<file path="config.mk">
export PLATFORM = sky130hd
export DESIGN_NAME = txn_track
export DESIGN_NICKNAME = d
export VERILOG_FILES = /design/src/rtl/txn_track.sv
export SDC_FILE = /design/constraint.sdc
export NUM_CORES = 1
export LEC_CHECK = 0
export ABC_AREA = 1
export CAP_MARGIN = 40
export CORE_MARGIN = 3
export CORE_UTILIZATION = 55
export CTS_CLUSTER_DIAMETER = 200
export CTS_CLUSTER_SIZE = 30
export DETAILED_ROUTE_END_ITERATION = 8
export PLACE_DENSITY = 0.81
export SLEW_MARGIN = 20
export SYNTH_ARGS = -nofsm -noshare
export SYNTH_HDL_FRONTEND = slang
export SYNTH_SLANG_ARGS = --single-unit
</file>
<file path="constraint.sdc">
create_clock -name clk -period 4 [get_ports clk]
set_clock_uncertainty 0.15 [all_clocks]
set_input_delay 0.8 -clock clk [delete_from_list [all_inputs] [get_ports clk]]
set_output_delay 0.8 -clock clk [all_outputs]
set_load 0.03 [all_outputs]
</file>
<file path="src/rtl/txn_track.sv">
module txn_track #(
  parameter int LINES = 16,
  localparam int IDX_W = (LINES > 1) ? $clog2(LINES) : 1
) (
  input  logic             clk,
  input  logic             rst_n,
  input  logic             tx_begin,
  input  logic             tx_end,
  input  logic             tx_abort,
  input  logic             acc_valid,
  input  logic             acc_write,
  input  logic [IDX_W-1:0] acc_idx,
  input  logic             acc_dirty,
  output logic             acc_ready,
  output logic             wb_req,
  output logic [IDX_W-1:0] wb_idx,
  input  logic             wb_ack,
  input  logic             snoop_valid,
  input  logic [IDX_W-1:0] snoop_idx,
  output logic             abort_flag,
  input  logic             abort_ack,
  output logic             inval_valid,
  output logic [LINES-1:0] inval_vec,
  output logic             commit_done,
  output logic             in_tx
);

  typedef enum logic [1:0] {S_IDLE, S_ACT, S_WB, S_ABT} st_t;

  st_t              st;
  logic [LINES-1:0] rd_bits, wr_bits;

  logic active, wbwait, open_tx, conflict, go_abort, go_commit;
  logic quiet, need_clean, rec_rd, rec_wr, go_wb;

  assign active     = (st == S_ACT);
  assign wbwait     = (st == S_WB);
  assign open_tx    = active | wbwait;
  assign conflict   = open_tx & snoop_valid & rd_bits[snoop_idx];
  assign go_abort   = conflict | (open_tx & tx_abort);
  assign go_commit  = active & tx_end & ~go_abort;
  assign quiet      = active & ~go_abort & ~tx_end;
  assign need_clean = acc_valid & acc_write & acc_dirty & ~wr_bits[acc_idx];
  assign rec_rd     = quiet & acc_valid & ~acc_write;
  assign rec_wr     = quiet & acc_valid & acc_write & ~need_clean;
  assign go_wb      = quiet & need_clean;

  assign acc_ready  = ~(wbwait | (active & need_clean));
  assign abort_flag = (st == S_ABT);
  assign in_tx      = open_tx;

  always_ff @(posedge clk) begin
    if (!rst_n) begin
      st          <= S_IDLE;
      rd_bits     <= '0;
      wr_bits     <= '0;
      wb_req      <= 1'b0;
      wb_idx      <= '0;
      inval_vec   <= '0;
      inval_valid <= 1'b0;
      commit_done <= 1'b0;
    end else begin
      inval_valid <= 1'b0;
      commit_done <= 1'b0;
      if (go_abort) begin
        inval_vec   <= wr_bits;
        inval_valid <= 1'b1;
        rd_bits     <= '0;
        wr_bits     <= '0;
        wb_req      <= 1'b0;
        st          <= S_ABT;
      end else begin
        case (st)
          S_IDLE: if (tx_begin) st <= S_ACT;
          S_ACT: begin
            if (go_commit) begin
              rd_bits     <= '0;
              wr_bits     <= '0;
              commit_done <= 1'b1;
              st          <= S_IDLE;
            end else if (rec_rd) begin
              rd_bits[acc_idx] <= 1'b1;
            end else if (rec_wr) begin
              wr_bits[acc_idx] <= 1'b1;
            end else if (go_wb) begin
              wb_req <= 1'b1;
              wb_idx <= acc_idx;
              st     <= S_WB;
            end
          end
          S_WB: if (wb_ack) begin
            wr_bits[wb_idx] <= 1'b1;
            wb_req          <= 1'b0;
            st              <= S_ACT;
          end
          S_ABT: if (abort_ack) begin
            inval_vec <= '0;
            st        <= S_IDLE;
          end
          default: st <= S_IDLE;
        endcase
      end
    end
  end

endmodule

</file>
==> results of run 1 <==
==> kinds of logic (layout without fill, tap and decap cells) <==
logic type | count (synthesis) | count (layout) | synth area share, %
AO/OA/AOI/OAI | 109 | 109 | 18.1
buffers and inverters | 81 | 127 | 11.4
flip-flops | 57 | 57 | 36.0
AND/OR/NAND/NOR | 232 | 232 | 32.9
adder cells (fa/ha/maj) | 4 | 4 | 1.58
==> registers in the layout, summed over array words and instances, names as in the netlist <==
signal	flops
inval_valid	1
commit_done	1
wb_idx	4
inval_vec	16
rd_bits	16
st	2
wr_bits	16
wb_req	1
==> cell usage in the layout, fill, tap and decap left out, types with 3 or more instances in the layout <==
cell type | netlist | routed
a21oi_1 | 75 | 74
buf_4 | 2 | 5
clkbuf_8 | 0 | 13
clkdlybuf4s50_1 | 0 | 43
dfxtp_1 | 57 | 57
ha_1 | 4 | 4
inv_1 | 56 | 56
inv_2 | 3 | 3
nand2_1 | 83 | 83
nand2_2 | 5 | 5
nand2_4 | 3 | 3
nand3_1 | 46 | 46
nand3_2 | 3 | 3
nor2_1 | 79 | 79
nor2_2 | 6 | 6
o21ai_0 | 14 | 14
o21ai_1 | 9 | 9
o22ai_1 | 8 | 8
==> Yosys cell counts (2+ instances only) <==
| master | number |
|---|---|
| o22ai_1 | 8 |
| buf_6 | 5 |
| o21ai_0 | 14 |
| buf_4 | 2 |
| nor2_1 | 79 |
| nor2_4 | 2 |
| inv_1 | 56 |
| nand2_1 | 83 |
| inv_2 | 3 |
| nor2_2 | 6 |
| o21ai_1 | 9 |
| nand2_4 | 3 |
| nand3_2 | 3 |
| a21oi_1 | 75 |
| nand3_1 | 46 |
| ha_1 | 4 |
| dfxtp_1 | 57 |
| nand2_2 | 5 |
| nand4_1 | 2 |
| clkinv_1 | 2 |
| clkbuf_1 | 4 |
| buf_2 | 7 |
==> layout make-up <==
| type | count | area (sq um) |
|---|---|---|
| clock inverters | 2 | 35.0 |
| multi-input cells | 345 | 1670 |
| repair buffers | 49 | 480 |
| fillers | 500 | 1710 |
| clock buffers | 13 | 179 |
| well taps | 72 | 90.1 |
| inverters | 63 | 240 |
| flip-flops and latches | 57 | 1140 |
==> metrics by stage <==
stage               util (%)  std cells  hold slack, ps  worst slack, ps
finish                  69.2        601             310              422
global route            69.2        601             333              247
CTS                     69.2        601             314             71.5
detailed placement      65.3        586             305             86.9
global placement        65.3        586             297              114
floorplan                  -        483             285             1150
==> worst reg2reg max path, delay by kind of cell, from the launching register on <==
kind | cells | cell delay (ps)
AO/OA/AOI/OAI | 2 | 260
adder cells (fa/ha/maj) | 1 | 680
flip-flops | 1 | 330
buffers and inverters | 3 | 1040
AND/OR/NAND/NOR | 2 | 420
==> power by group <==
group	switching (uW)	internal, uW	leakage (uW)	total (uW)
registers	93.8	700	0.000462	794
clock network	240	351	0.000112	591
logic	798	421	0.000923	1220
==> final timing paths <==
kind | end | slack, ps | depth (start not counted)
max | acc_ready | 420 | 9
max reg2reg | wr_bits[14] | 1010 | 8
min | rd_bits[13] | 310 | 2
min reg2reg | rd_bits[13] | 310 | 2
==> routing by layer <==
| layer | up-vias | share of wire (%) | track usage [%] |
|---|---|---|---|
| met5 | - | 0 | 0 |
| met4 | 0 | 2.8 | 13.5 |
| met3 | 27 | 5.6 | 4.50 |
| met2 | 118 | 48 | 46.8 |
| met1 | 1484 | 43 | 32.8 |
| li1 | 1639 | - | - |
==> impl_metrics.env, run 1 <==
export IMPL_finalPower_uw=2600
export IMPL_grt_use_total_pct=27.3
export IMPL_placed_area_sq_um=3620
export IMPL_fmax_mhz=280
export IMPL_rows=27
export IMPL_initial_core_util_pct=57.2
export IMPL_synth_area_sq_um=3170
export IMPL_port_buffers=44
export IMPL_p_leak_uw=0.00150
export IMPL_worstHoldStart="rd_bits[13]"
export IMPL_clockBufferDepth=2
export IMPL_ant_nets=0
export IMPL_maxCapViolations=0
export IMPL_drc_errors=0
export IMPL_pwr_density_cell_nw_per_um2=679
export IMPL_avgSynthCellArea_sq_um=6.56
export IMPL_grt_first_pass_wirelength_mm=14.0
export IMPL_yosysTopAreaCellShare_pct=36.0
export IMPL_hold_path_class="register to register"
export IMPL_grt_pass1_vias=3069
export IMPL_async_flop_share_pct=0
export IMPL_gp_congestion=0.973
export IMPL_worst_pin_slew_ps=795
export IMPL_grt_max_degree=35
export IMPL_viasPerCell=5.44
export IMPL_diodes=0
export IMPL_ys_warn_count=0
export IMPL_path_common_cell="nor2_2"
export IMPL_grt_overflow=0
export IMPL_setup_violations_final=0
export IMPL_slowest_stage="clkdlybuf4s50_1"
export IMPL_ys_flop_type="dfxtp_1"
export IMPL_cts_buffers=9
export IMPL_clk_pin_slew_ps=60
export IMPL_period_minus_slack_ps=3580
export IMPL_cp_startpoint="acc_idx[0]"
export IMPL_ir_worst_vdd_mv=0.587
export IMPL_hold_viol=0
export IMPL_dr_pass1_iters=4
export IMPL_drt_wl_total_mm=8.49
export IMPL_cp_max_fo=8
export IMPL_final_cell_area_sq_um=3830
export IMPL_ys_types=30
export IMPL_synth_cells=483
export IMPL_cpLargestDelayFamily="buffers and inverters"
export IMPL_synth_edf_count=0
export IMPL_fin_crit_sh_pct=89.4
export IMPL_holdBufCountCts=0
export IMPL_rsz0062_at_grt="no"
export IMPL_crit_buf_inv=3
export IMPL_area_growth_pct=21.1
export IMPL_ys_seq_elements=57
export IMPL_io_pins=45
export IMPL_core_area_sq_um=5540
export IMPL_die_area_sq_um=6700
export IMPL_timing_slew_headroom_pct=47.0
export IMPL_synth_area_leader_cell="dfxtp_1"
export IMPL_cp_arrival_ps=2630
export IMPL_ctsResizeCount=0
export IMPL_nets=548
export IMPL_die_h_um=81.9
export IMPL_dp_hpwl_mm=6.26
export IMPL_antenna_found_initial=0
export IMPL_drtIter0Drc=268
export IMPL_layout_drive_gt1_share_pct=9.45
export IMPL_path_cells="clkdlybuf4s50_1 -> nor2_2 -> clkinv_2 -> nor2_2 -> o31ai_2 -> nand2_1 -> nor3_2 -> a21oi_1 -> dlymetal6s2s_1"
export IMPL_routedWlPerCell_um=14.1
export IMPL_critical_path_required_ps=3050
export IMPL_slew_violations=0
export IMPL_endpoint_kind="output port"
export IMPL_finalSetupTns_ps=0
export IMPL_r2r_start="st[0]"
export IMPL_clock_sinks=57
export IMPL_outcome="finished clean"
export IMPL_vias=3268
export IMPL_cp_slowest_stage_delay_ps=630
export IMPL_start_kind="input port"
export IMPL_syn_nets=506
export IMPL_cts_tree="done"
export IMPL_htree_levels=3
export IMPL_cts_setup_buffers=0
export IMPL_dieWidth_um=81.9
export IMPL_worst_skew_pair_late_latency_ps=350
export IMPL_synthTopCellsByArea="dfxtp_1 36%, a21oi_1 12%, nand2_1 9.8%"
export IMPL_ys_seq_area_share_pct=36.0
export IMPL_root_buffer="clkbuf_8"
export IMPL_worst_setup_path_type="input port to output port"
No activity file was read; power rests on OpenSTA's default activity.
==> run 2: changes to the inputs <==
Settings changed: SKIP_LAST_GASP from default to 1.
==> results of run 2 <==
The final DEF is identical to that of run 1; final timing and power are the same.
